[src/rtl/seq_pkg.sv]
package seq_pkg;

  typedef enum logic [2:0] {
    ST_IDLE,
    ST_PRE_UP,
    ST_STEP_UP,
    ST_FULL,
    ST_PRE_DN,
    ST_STEP_DN
  } seq_state_e;

  // strobes issued by the control to the datapath each cycle
  typedef struct packed {
    logic clearAll;   // drop every enable, zero the timer
    logic loadStart;  // load the timer with the start delay
    logic loadGap;    // load the timer with the gap for the next step
    logic stepUp;     // one more stage on
    logic stepDown;   // one stage fewer on
  } seq_strobe_t;

endpackage

[src/rtl/seq_fault_filter.sv]
module seq_fault_filter #(
  parameter int FLT_CLEAR_CYCLES = 7500
) (
  input  logic clk,
  input  logic rstN,
  input  logic compliant,
  output logic faultOut
);
  localparam int CW = (FLT_CLEAR_CYCLES < 2) ? 1 : $clog2(FLT_CLEAR_CYCLES);
  localparam logic [CW-1:0] LAST = CW'(FLT_CLEAR_CYCLES - 1);

  logic [CW-1:0] goodCnt;
  logic          faultQ;

  // set at once, release only after a run of compliant samples
  always_ff @(posedge clk or negedge rstN) begin
    if (!rstN) begin
      goodCnt <= '0;
      faultQ  <= 1'b1;
    end else if (!compliant) begin
      goodCnt <= '0;
      faultQ  <= 1'b1;
    end else if (goodCnt == LAST) begin
      faultQ  <= 1'b0;
    end else begin
      goodCnt <= goodCnt + 1'b1;
    end
  end

  assign faultOut = faultQ;

endmodule

[src/rtl/seq_ctrl.sv]
module seq_ctrl
  import seq_pkg::*;
#(
  parameter int STAGES = 4,
  parameter int LW     = 3
) (
  input  logic        clk,
  input  logic        rstN,
  input  logic        porActive,
  input  logic        compliant,
  input  logic        runReq,
  input  logic        cntZero,
  input  logic [LW-1:0] level,
  output seq_strobe_t stb
);
  localparam logic [LW-1:0] TOP_IDX = LW'(STAGES - 1);
  localparam logic [LW-1:0] ONE     = LW'(1);

  seq_state_e stateQ, stateD;

  always_ff @(posedge clk or negedge rstN) begin
    if (!rstN) stateQ <= ST_IDLE;
    else       stateQ <= stateD;
  end

  always_comb begin
    stb    = '0;
    stateD = stateQ;
    if (porActive || !compliant) begin
      stb.clearAll = 1'b1;
      stateD       = ST_IDLE;
    end else begin
      unique case (stateQ)
        ST_IDLE: begin
          if (runReq) begin
            stb.loadStart = 1'b1;
            stateD        = ST_PRE_UP;
          end
        end
        ST_PRE_UP: begin
          if (!runReq) begin
            stb.clearAll = 1'b1;
            stateD       = ST_IDLE;
          end else if (cntZero) begin
            stb.stepUp = 1'b1;
            if (level == TOP_IDX) begin
              stateD = ST_FULL;
            end else begin
              stb.loadGap = 1'b1;
              stateD      = ST_STEP_UP;
            end
          end
        end
        ST_STEP_UP: begin
          if (!runReq) begin
            stb.loadStart = 1'b1;
            stateD        = ST_PRE_DN;
          end else if (cntZero) begin
            stb.stepUp = 1'b1;
            if (level == TOP_IDX) begin
              stateD = ST_FULL;
            end else begin
              stb.loadGap = 1'b1;
            end
          end
        end
        ST_FULL: begin
          if (!runReq) begin
            stb.loadStart = 1'b1;
            stateD        = ST_PRE_DN;
          end
        end
        ST_PRE_DN, ST_STEP_DN: begin
          // the request is not looked at until everything is off
          if (cntZero) begin
            stb.stepDown = 1'b1;
            if (level == ONE) begin
              stateD = ST_IDLE;
            end else begin
              stb.loadGap = 1'b1;
              stateD      = ST_STEP_DN;
            end
          end
        end
        default: begin
          stb.clearAll = 1'b1;
          stateD       = ST_IDLE;
        end
      endcase
    end
  end

endmodule

[src/rtl/seq_datapath.sv]
module seq_datapath
  import seq_pkg::*;
#(
  parameter int STAGES = 4,
  parameter int DW     = 16,
  parameter int LW     = 3
) (
  input  logic                          clk,
  input  logic                          rstN,
  input  seq_strobe_t                   stb,
  input  logic [DW-1:0]                 startDelay,
  input  logic [STAGES-2:0][DW-1:0]     gapDelay,
  output logic                          cntZero,
  output logic [LW-1:0]                 level,
  output logic [STAGES-1:0]             enOut
);
  logic [DW-1:0] cntQ;
  logic [LW-1:0] levelQ;
  logic [DW-1:0] gapSel;

  // stepping up from level i waits gap i; stepping down to level i waits gap i-1
  always_comb begin
    gapSel = '0;
    for (int i = 0; i < STAGES - 1; i++) begin
      if (stb.stepUp   && levelQ == LW'(i))     gapSel = gapDelay[i];
      if (stb.stepDown && levelQ == LW'(i + 2)) gapSel = gapDelay[i];
    end
  end

  always_ff @(posedge clk or negedge rstN) begin
    if (!rstN) begin
      cntQ   <= '0;
      levelQ <= '0;
    end else if (stb.clearAll) begin
      cntQ   <= '0;
      levelQ <= '0;
    end else begin
      if (stb.stepUp)        levelQ <= levelQ + 1'b1;
      else if (stb.stepDown) levelQ <= levelQ - 1'b1;

      if (stb.loadStart)     cntQ <= startDelay;
      else if (stb.loadGap)  cntQ <= gapSel;
      else if (cntQ != '0)   cntQ <= cntQ - 1'b1;
    end
  end

  assign cntZero = (cntQ == '0);
  assign level   = levelQ;

  for (genvar g = 0; g < STAGES; g++) begin : g_en
    assign enOut[g] = (levelQ > LW'(g));
  end

endmodule

[src/rtl/supply_enable_sequencer.sv]
module supply_enable_sequencer
  import seq_pkg::*;
#(
  parameter int STAGES           = 4,
  parameter int DW               = 16,
  parameter int FLT_CLEAR_CYCLES = 7500
) (
  input  logic                      clk,
  input  logic                      rstN,
  input  logic                      porActive,
  input  logic                      uvOk,
  input  logic                      ovTrip,
  input  logic                      seqInhibit,
  input  logic [DW-1:0]             startDelay,
  input  logic [STAGES-2:0][DW-1:0] gapDelay,
  output logic [STAGES-1:0]         enOut,
  output logic                      faultOut
);
  localparam int LW = $clog2(STAGES + 1);

  logic          compliant;
  logic          runReq;
  logic          cntZero;
  logic [LW-1:0] level;
  seq_strobe_t   stb;

  assign compliant = uvOk & ~ovTrip;
  assign runReq    = ~seqInhibit;

  seq_ctrl #(.STAGES(STAGES), .LW(LW)) u_ctrl (
    .clk       (clk),
    .rstN      (rstN),
    .porActive (porActive),
    .compliant (compliant),
    .runReq    (runReq),
    .cntZero   (cntZero),
    .level     (level),
    .stb       (stb)
  );

  seq_datapath #(.STAGES(STAGES), .DW(DW), .LW(LW)) u_dp (
    .clk        (clk),
    .rstN       (rstN),
    .stb        (stb),
    .startDelay (startDelay),
    .gapDelay   (gapDelay),
    .cntZero    (cntZero),
    .level      (level),
    .enOut      (enOut)
  );

  seq_fault_filter #(.FLT_CLEAR_CYCLES(FLT_CLEAR_CYCLES)) u_flt (
    .clk       (clk),
    .rstN      (rstN),
    .compliant (compliant),
    .faultOut  (faultOut)
  );

endmodule

[config.mk]
export PLATFORM = sky130hd
export DESIGN_NAME = supply_enable_sequencer
export DESIGN_NICKNAME = d
export VERILOG_FILES = /design/src/rtl/seq_pkg.sv /design/src/rtl/seq_fault_filter.sv /design/src/rtl/seq_ctrl.sv /design/src/rtl/seq_datapath.sv /design/src/rtl/supply_enable_sequencer.sv
export SDC_FILE = /design/constraint.sdc
export NUM_CORES = 1
export LEC_CHECK = 0
export BUFFER_PORTS_ARGS = -buffer_cell sky130_fd_sc_hd__buf_2
export CELL_PAD_IN_SITES_DETAIL_PLACEMENT = 1
export CELL_PAD_IN_SITES_GLOBAL_PLACEMENT = 2
export CORE_UTILIZATION = 30
export CTS_CLUSTER_DIAMETER = 150
export DETAILED_ROUTE_END_ITERATION = 12
export PLACE_DENSITY_LB_ADDON = 0.12
export SLEW_MARGIN = 20
export SYNTH_ARGS = -nofsm -noshare
export SYNTH_HDL_FRONTEND = slang
export SYNTH_SLANG_ARGS = --single-unit
[constraint.sdc]
create_clock -name clk -period 4.49 [get_ports clk]
set_clock_uncertainty 0.05 [all_clocks]
set_input_delay 0.898 -clock clk [delete_from_list [all_inputs] [get_ports clk]]
set_output_delay 0.898 -clock clk [all_outputs]
set_load 0.03 [all_outputs]
* Word-level counts from Yosys, hierarchy flattened
Cells that the tools add are included.
** Word-level totals
- Flip-flop bits (word level) :: 36
- Bits of input ports :: 70
** Cells by class
- Add/subtract/negate cells :: 4
- Order comparisons :: 4
- Eq/ne operators :: 18
- Muxes and demuxes :: 44
- Bitwise logic cells :: 2
- Reductions and logical operators :: 19
** Operators with widths (count)
- 2-to-1 mux 16 bit :: 10
- 2-to-1 mux 3 bit :: 13
- 2-to-1 mux 13 bit :: 2
- zero test 16 bit :: 1
- nonzero test 16 bit :: 1
- subtractor 16 x 1 -> 16 bit, second input constant :: 1
- case mux 3 bit (5 select lines) :: 1
- adder 13 x 1 -> 13 bit, second input constant :: 1
- equality test 13 bit, second input constant :: 1
- equality test 3 x 2 -> 1 bit, second input constant :: 4
- 2-to-1 mux 1 bit :: 12
- equality test 3 bit, second input constant :: 3
- inequality test 3 x 2 -> 1 bit, second input constant :: 3
- inequality test 4 x 3 -> 1 bit, second input constant :: 2
- equality test 3 x 1 -> 1 bit, second input constant :: 2
- greater-than comparator 3 x 1 -> 1 bit, second input constant :: 2
- greater-than comparator 3 x 2 -> 1 bit, second input constant :: 2
- logical AND 1 bit :: 6
- zero test 3 bit :: 2
- case mux 1 bit (2 select lines) :: 3
- AND reduction 6 bit :: 1
- OR reduction 2 bit :: 3
- OR reduction 5 bit :: 1
- 2-to-1 mux 2 bit :: 2
- 12 further kinds :: 12

* Depth between registers and ports, before layout
Gate-level depths: netlist (run 1).
- Depth after elaboration :: 16
- Gate-level depth with buffers :: 12
- Depth with buffers taken out :: 8

* Hierarchy
Synthesis (run 1) repeated with hierarchy kept, for this count alone.
** Second synthesis, totals
- Cells, all modules :: 334
- Area total of the unflattened synthesis :: 2917.8 µm²
** By module, submodules not included
- seq_datapath :: instances 1, cells each 209, area an instance 1762.9 µm²
- seq_fault_filter :: instances 1, cells each 75, area an instance 738.2 µm²
- seq_ctrl :: instances 1, cells each 48, area an instance 399.1 µm²
- supply_enable_sequencer :: instances 1, cells each 2, area an instance 17.5 µm²

* Worst setup path before layout (run 1)
OpenSTA, ideal clock, no wires.
- Path kind :: input port to flip-flop
- Start :: input ovTrip
- End :: register u_dp.cntQ[3]
- Library setup time :: 0.101 ns
- Arrival :: 2.535 ns
- Setup slack :: 1.804 ns
- Stages on the path :: 7
- Path through :: or3b_1 > clkbuf_1 > nor4_2 > a21oi_1 > o32ai_2 > a221oi_1 > o32ai_1
** On the way
- Cells in the longest elaborated chain, start to end :: 15
** Ends and longest elaborated chain
- from (decl) :: RTL line supply_enable_sequencer.sv:12 : input logic ovTrip,
- inverter 1 bit * :: RTL line supply_enable_sequencer.sv:27 : assign compliant = uvOk & ~ovTrip;
- AND 1 bit * :: RTL line supply_enable_sequencer.sv:27
- zero test 1 bit * :: RTL line seq_ctrl.sv:29 : if (porActive || !compliant) begin
- logical OR 1 bit * :: RTL line seq_ctrl.sv:29
- 2-to-1 mux 4 bit :: RTL line seq_ctrl.sv:29
- logical AND 1 bit :: RTL line seq_datapath.sv:25 : if (stb.stepUp && levelQ == LW'(i)) gapSel = gapDelay[i];
- 2-to-1 mux 16 bit :: RTL line seq_datapath.sv:25
- 2-to-1 mux 16 bit :: RTL line seq_datapath.sv:26 : if (stb.stepDown && levelQ == LW'(i + 2)) gapSel = gapDelay[i];
- 2-to-1 mux 16 bit :: RTL line seq_datapath.sv:25
- 2-to-1 mux 16 bit :: RTL line seq_datapath.sv:26
- 2-to-1 mux 16 bit :: RTL line seq_datapath.sv:25
- 2-to-1 mux 16 bit :: RTL line seq_datapath.sv:26
- 2-to-1 mux 16 bit :: RTL line seq_datapath.sv:42 : else if (stb.loadGap) cntQ <= gapSel;
- 2-to-1 mux 16 bit :: RTL line seq_datapath.sv:41 : if (stb.loadStart) cntQ <= startDelay;
- 2-to-1 mux 16 bit :: RTL line seq_datapath.sv:34 : end else if (stb.clearAll) begin
- to (signal assigned) :: RTL line seq_datapath.sv:41
- to (signal assigned) :: RTL line seq_datapath.sv:42
- to (signal assigned) :: RTL line seq_datapath.sv:43 : else if (cntQ != '0) cntQ <= cntQ - 1'b1;
- to (decl) :: RTL line seq_datapath.sv:17 : logic [DW-1:0] cntQ;
Every way passes the cells marked *; elsewhere a longest branch is shown, timed or not.
A chain may end at the register's enable or synchronous reset.

* Worst setup path after layout (run 1)
- Start :: register u_dp.cntQ[0]
- End :: register u_dp.cntQ[11]
** On the way
- Cells in the longest elaborated chain, start to end :: 15
** Ends and longest elaborated chain
- zero test 16 bit :: RTL line seq_datapath.sv:47 : assign cntZero = (cntQ == '0);
- 2-to-1 mux 2 bit :: RTL line seq_ctrl.sv:44 : end else if (cntZero) begin
- 2-to-1 mux 2 bit :: RTL line seq_ctrl.sv:41 : if (!runReq) begin
- 2-to-1 mux 1 bit
- 2-to-1 mux 4 bit :: RTL line seq_ctrl.sv:29
- logical AND 1 bit :: RTL line seq_datapath.sv:25
- 2-to-1 mux 16 bit :: RTL line seq_datapath.sv:25
- 2-to-1 mux 16 bit :: RTL line seq_datapath.sv:26
- 2-to-1 mux 16 bit :: RTL line seq_datapath.sv:25
- 2-to-1 mux 16 bit :: RTL line seq_datapath.sv:26
- 2-to-1 mux 16 bit :: RTL line seq_datapath.sv:25
- 2-to-1 mux 16 bit :: RTL line seq_datapath.sv:26
- 2-to-1 mux 16 bit :: RTL line seq_datapath.sv:42
- 2-to-1 mux 16 bit :: RTL line seq_datapath.sv:41
- 2-to-1 mux 16 bit :: RTL line seq_datapath.sv:34
Several ways; a longest one is shown, not always the timed one. The select of a mux whose other input is x is not followed.

==> results of run 1 <==
==> layout by cell type (no fill, tap or decap), types with 4 or more instances in the layout <==
| cell type | count |
|---|---|
| nor3_1 | 14 |
| xnor2_1 | 8 |
| dfrtp_1 | 35 |
| nor4_1 | 5 |
| nand4_1 | 7 |
| buf_2 | 74 |
| nand3_1 | 16 |
| xor2_1 | 9 |
| a211oi_1 | 4 |
| nor2_1 | 46 |
| a21oi_1 | 30 |
| nand2_1 | 32 |
| ha_1 | 9 |
| a211o_1 | 9 |
| nor4_4 | 4 |
| a221oi_1 | 12 |
| inv_1 | 8 |
| mux2i_1 | 4 |
| o31ai_1 | 6 |
| clkbuf_8 | 6 |
| nand2b_1 | 7 |
| o21ai_0 | 24 |
| or3_1 | 7 |
==> flip-flops by register name, summed over array words and instances, names as in the netlist <==
register and count:
u_flt.goodCnt 13, u_flt.faultOut 1, u_dp.cntQ 16, u_ctrl.stateQ 3, u_dp.level 3
==> per-layer routing <==
layer	GRT usage	up-vias	wire length, µm
met3	0.0243	5	454
met5	0	-	0
met1	0.284	1653	5340
met4	0.0443	0	76
li1	-	1602	-
met2	0.392	79	5860
==> worst max-delay path by stage <==
stage / start / endpoint / slack [ns] / cells past startpoint
final: u_dp.cntQ[0]$_DFFE_PN0P_ / u_dp.cntQ[11]$_DFFE_PN0P_ / 1.36 / 8
after global routing: u_dp.level[2]$_DFFE_PN0P_ / u_dp.cntQ[12]$_DFFE_PN0P_ / 1.08 / 8
after CTS: u_dp.cntQ[0]$_DFFE_PN0P_ / u_dp.cntQ[12]$_DFFE_PN0P_ / 1.40 / 8
after detailed placement: ovTrip / u_dp.cntQ[4]$_DFFE_PN0P_ / 1.10 / 6
after global placement: ovTrip / u_dp.cntQ[3]$_DFFE_PN0P_ / 1.22 / 6
after floorplan: ovTrip / u_dp.cntQ[3]$_DFFE_PN0P_ / 1.80 / 7
==> cells by family (layout without fill, tap and decap cells) <==
group	after synthesis	count (layout)	share of synthesized area
xor gates and xnor gates	17	17	0.0469
DFF	36	36	0.284
adders and majority gates	9	9	0.0355
AOI/OAI and AO/OA	121	121	0.276
muxes	5	5	0.0162
buffers and inverters	24	93	0.0323
and+or+nand+nor	170	170	0.309
==> stage by stage <==
| stage | power (mW) | area (µm²) | hold WS, ns |
|---|---|---|---|
| finish | 3.65 | 3760 | 0.463 |
| global route | 3.95 | 3760 | 0.485 |
| CTS | 3.67 | 3760 | 0.463 |
| detailed placement | 3.38 | 3670 | 0.451 |
| global placement | 3.36 | 3670 | 0.446 |
| floorplan | 2.57 | 3180 | 0.447 |
==> final cells by class <==
type | count | share of cell area
Inverter | 8 | 0.00798
Timing Repair Buffer | 77 | 0.104
Clock buffer | 6 | 0.0219
Tap cell | 136 | 0.0452
Multi-Input combinational cell | 322 | 0.577
Clock inverter | 2 | 0.00366
Sequential cell | 36 | 0.240
==> power by group through the flow <==
stage                     clock network, mW  logic [mW]  registers (mW)
after floorplan                           0        2.10           0.472
after global placement                    0        2.85           0.509
after detailed placement                  0        2.87           0.512
after CTS                             0.280        2.89           0.505
after global routing                  0.287        3.14           0.519
final                                 0.272        2.87           0.507
==> flow_metrics.env, run 1 <==
export IMPL_crit_path_end_kind="register"
export IMPL_final_nets=529
export IMPL_synth_top_area_share=0.276
export IMPL_clock_latency_ns=0.31
export IMPL_dp_slack_ns=1.10
export IMPL_timing_final_crit_share=0.696
export IMPL_switchingPower_mw=2.07
export IMPL_multi_input_area_um2=2170
export IMPL_htree_levels=2
export IMPL_regArea_um2=902
export IMPL_combPwrFrac=0.787
export IMPL_path_cells="inv_1 -> ha_1 -> or3b_2 -> nor3_2 -> nand3_2 -> o31ai_1 -> a211o_1 -> a21oi_1"
export IMPL_slowest_stage="o31ai_1"
export IMPL_hp_start="u_flt.faultOut$_DFFE_PN1P_"
export IMPL_cts_root_buf="clkbuf_8"
export IMPL_ys_top_cells_by_area="dfrtp_1, nor2_1, a21oi_1, o21ai_0, nand2_1"
export IMPL_synth_distinct_cells=69
export IMPL_fin_util=0.366
export IMPL_grt_pass1_vias=3414
export IMPL_seqPwrFrac=0.139
export IMPL_io_pins=75
export IMPL_hold_viol=0
export IMPL_ir_drop_v=0.000604
export IMPL_crit_family="simple AND/OR/NAND/NOR gates"
export IMPL_die_h_um=105
export IMPL_io_buffer_count=74
export IMPL_p_clk_frac=0.074
export IMPL_ys_ff_latch=36
export IMPL_rrSetupSlack_ns=1.36
export IMPL_initial_utilization=0.309
export IMPL_synth_nets=461
export IMPL_drive_above_1_share=0.259
export IMPL_gp_congestion=0.842
export IMPL_ys_warn_count=0
export IMPL_cts_sinks=36
export IMPL_hold_path_class="register to register"
export IMPL_via_per_inst=5.69
export IMPL_reg2regPathDepth=8
export IMPL_place_hpwl_um=8780
export IMPL_grt_pass1_wl_um=18600
export IMPL_grt_max_degree=37
export IMPL_routed_via_count=3339
export IMPL_wl_um=11700
export IMPL_filler_cell_count=1288
export IMPL_path_clk_slew_ns=0.10
export IMPL_synth_edf_count=0
export IMPL_setup_tns_ns=0
export IMPL_worstHoldEndpoint="u_flt.faultOut$_DFFE_PN1P_"
export IMPL_setup_ws_ns=1.36
export IMPL_maxCapViolations=0
export IMPL_dieArea_um2=11000
export IMPL_synth_avg_cell_area_um2=8.31
export IMPL_antenna_cells=0
export IMPL_grt_remaining_overflow=0
export IMPL_r2r_start="u_dp.cntQ[0]$_DFFE_PN0P_"
export IMPL_fin_crit_ns=3.13
export IMPL_antenna_found_initial=0
export IMPL_min_path_cells=1
export IMPL_synth_flop_cell="dfrtp_1"
export IMPL_rsz0062_at_grt="false"
export IMPL_netlist_instances=382
export IMPL_grtUsageTotal=0.219
export IMPL_crit_fanout=7
export IMPL_routedWlPerCell_um=20.0
export IMPL_critical_path_arrival_ns=3.25
export IMPL_core_region_area_um2=10300
export IMPL_timing_fmax_ghz=0.320
export IMPL_hold_buffers=0
export IMPL_sw_frac_of_total=0.567
export IMPL_cpPeakStageDelay_ns=0.85
export IMPL_cts_setup_buffers=0
export IMPL_cellPowerDensity_nw_per_um2=971
export IMPL_die_w_um=105
export IMPL_synth_common_cells="nor2_1, dfrtp_1, nand2_1"
export IMPL_crit_type="register to register"
export IMPL_first_iter_violations=151
export IMPL_worstMarginPinSlew_ns=0.910
export IMPL_status="completed"
export IMPL_cts_tree="done"
export IMPL_p_int_mw=1.58
export IMPL_path_buf_inv=1
export IMPL_slew_headroom=0.393
export IMPL_cp_data_required_time_ns=4.62
export IMPL_tritoncts_num_buffers=5
export IMPL_finalSetupViolCount=0
export IMPL_synth_top_area_cell="dfrtp_1"
export IMPL_drv_slew=0
export IMPL_yosysSeqAreaShare=0.284
export IMPL_post_cts_resized=0
export IMPL_final_cells=587
export IMPL_ant_nets=0
export IMPL_yosys_cell_count_top_type="nor2_1"
export IMPL_p_leak_nw=1.58
export IMPL_synth_async_reset_ratio=1.00
export IMPL_syn_to_final_growth_pct=18.5
export IMPL_cp_start_kind="register"
export IMPL_r2r_end="u_dp.cntQ[11]$_DFFE_PN0P_"
export IMPL_drt_drc_violations_left=0
export IMPL_placedCellCount=579
export IMPL_drt_pass1_iterations=4
export IMPL_clockBufferDepth=2
export IMPL_synth_area_um2=3180
export IMPL_rows=37
(Power assumes the default switching activity.)
==> run 2: changes to the inputs <==
clock period = 2.9 ns   (was 4.49 ns; I/O delays follow)
==> run 2 against run 1 <==
Compared with the run above:
- sequential power increased by 52%
- routed wire length is 1.2% higher
- setup slack worse by 1.2 ns
- power is 64% higher
- via count is 3.8% higher
- critical endpoint is now u_dp.cntQ[9]$_DFFE_PN0P_
- critical path depth increased by 1
==> flow_metrics.env, run 2 (same netlist as run 1, synthesis figures left out) <==
export IMPL_status="completed"
export IMPL_grt_pass1_vias=3585
export IMPL_drt_drc_violations_left=0
export IMPL_finalSetupViolCount=0
export IMPL_clock_latency_ns=0.30
export IMPL_cp_start_kind="register"
export IMPL_cts_sinks=36
export IMPL_rows=37
export IMPL_crit_family="simple AND/OR/NAND/NOR gates"
export IMPL_via_per_inst=5.64
export IMPL_wl_met3_um=399
export IMPL_crit_type="register to register"
export IMPL_grt_pass1_wl_um=19300
export IMPL_cts_tree="done"
export IMPL_worstMarginPinSlew_ns=0.901
export IMPL_fin_area_um2=4000
export IMPL_setup_ws_ns=0.132
export IMPL_slew_headroom=0.399
export IMPL_route_top_layer_used="met4"
export IMPL_drt_pass1_iterations=4
export IMPL_setup_tns_ns=0
export IMPL_hold_buffers=0
export IMPL_timing_fmax_ghz=0.361
export IMPL_met2_length_um=5850
export IMPL_m1WireLength_um=5380
export IMPL_maxCapViolations=0
export IMPL_htree_levels=2
export IMPL_io_buffer_count=74
export IMPL_drive_above_1_share=0.303
export IMPL_clockBufferDepth=2
export IMPL_final_nets=556
export IMPL_final_common_cell="buf_2"
export IMPL_gp_congestion=0.858
export IMPL_tritoncts_num_buffers=5
export IMPL_cts_setup_buffers=0
export IMPL_reg2regPathDepth=9
export IMPL_cp_data_required_time_ns=3.03
export IMPL_crit_path_end_kind="register"
export IMPL_postPlaceCellArea_um2=3890
export IMPL_hold_path_class="primary input to async pin"
export IMPL_reg_top3="u_dp.cntQ: 16 flops, u_flt.goodCnt: 13 flops"
export IMPL_path_cells="inv_1 -> ha_1 -> or3b_2 -> nor3_2 -> nand3_2 -> o31ai_1 -> buf_4 -> a211o_1 -> a21oi_1"
export IMPL_hold_viol=0
export IMPL_p_leak_nw=1.72
export IMPL_path_clk_slew_ns=0.09
export IMPL_regMostFlops="u_dp.cntQ"
export IMPL_ir_drop_v=0.000838
export IMPL_die_h_um=105
export IMPL_routedWlPerCell_um=19.3
export IMPL_slowest_stage="or3b_2"
export IMPL_grtUsageTotal=0.226
export IMPL_place_hpwl_um=9130
export IMPL_routed_via_count=3465
export IMPL_antenna_found_initial=0
export IMPL_grt_remaining_overflow=0
export IMPL_critical_path_arrival_ns=2.90
export IMPL_cts_root_buf="clkbuf_8"
export IMPL_post_cts_resized=0
export IMPL_r2r_start="u_dp.cntQ[0]$_DFFE_PN0P_"
export IMPL_path_buf_inv=2
export IMPL_largest_register_ffs=16
export IMPL_rsz0062_at_grt="false"
export IMPL_initial_utilization=0.309
export IMPL_first_iter_violations=187
export IMPL_fin_util=0.389
export IMPL_cellPowerDensity_nw_per_um2=1500
export IMPL_io_pins=75
export IMPL_drv_slew=0
export IMPL_rrSetupSlack_ns=0.13
export IMPL_cpPeakStageDelay_ns=0.52
export IMPL_die_w_um=105
export IMPL_syn_to_final_growth_pct=25.8
export IMPL_fin_crit_ns=2.77
export IMPL_grt_max_degree=37
export IMPL_antenna_cells=0
export IMPL_r2r_end="u_dp.cntQ[9]$_DFFE_PN0P_"
export IMPL_timing_final_crit_share=0.954
export IMPL_dp_slack_ns=0.0896
export IMPL_wl_um=11900
export IMPL_crit_fanout=7
export IMPL_layout_cells_most_common_list="buf_2, nor2_1, dfrtp_1, nand2_1, a21oi_1"
export IMPL_core_region_area_um2=10300
export IMPL_dieArea_um2=11000
export IMPL_ant_nets=0
-- run 2: cell type report --
type | count | area, µm²
clock buffer | 5 | 68.8
fill | 1283 | 6280
sequential | 36 | 902
clock inverter | 3 | 18.8
inverter | 8 | 30.0
multi-input combinational | 322 | 2180
tap | 136 | 170
timing repair buffer | 104 | 621
-- run 2: where the power goes --
group	switching, mW	internal, mW	leakage (nW)
sequential	0.176	0.598	0.496
clock	0.222	0.168	0.0479
combinational	2.90	1.92	1.17
-- run 2: stage by stage --
| step | power, mW | std cells | hold slack (ns) |
|---|---|---|---|
| after floorplan | 3.98 | 382 | 0.234 |
| after detailed placement | 5.56 | 606 | 0.454 |
| after global routing | 6.48 | 614 | 0.431 |
| after global placement | 5.55 | 606 | 0.448 |
| after CTS | 5.98 | 614 | 0.389 |
| final | 5.98 | 614 | 0.349 |
-- run 2: how the worst max path moves through the flow --
| stage | startpoint | end | slack, ns | cells after the start |
|---|---|---|---|---|
| floorplan | u_dp.level[0]$_DFFE_PN0P_ | u_dp.cntQ[11]$_DFFE_PN0P_ | 0.38 | 10 |
| global placement | u_dp.level[1]$_DFFE_PN0P_ | u_dp.cntQ[5]$_DFFE_PN0P_ | 0.13 | 9 |
| detailed placement | ovTrip | u_dp.cntQ[4]$_DFFE_PN0P_ | 0.09 | 7 |
| CTS | u_dp.level[1]$_DFFE_PN0P_ | u_dp.cntQ[12]$_DFFE_PN0P_ | 0.14 | 9 |
| global route | u_dp.cntQ[0]$_DFFE_PN0P_ | u_dp.cntQ[1]$_DFFE_PN0P_ | 0.02 | 8 |
| finish | u_dp.cntQ[0]$_DFFE_PN0P_ | u_dp.cntQ[9]$_DFFE_PN0P_ | 0.13 | 9 |
-- run 2: routing by layer --
metal,vias up,GRT usage
met5,-,0
li1,1659,-
met3,15,0.0250
met2,85,0.395
met4,0,0.0694
met1,1706,0.292
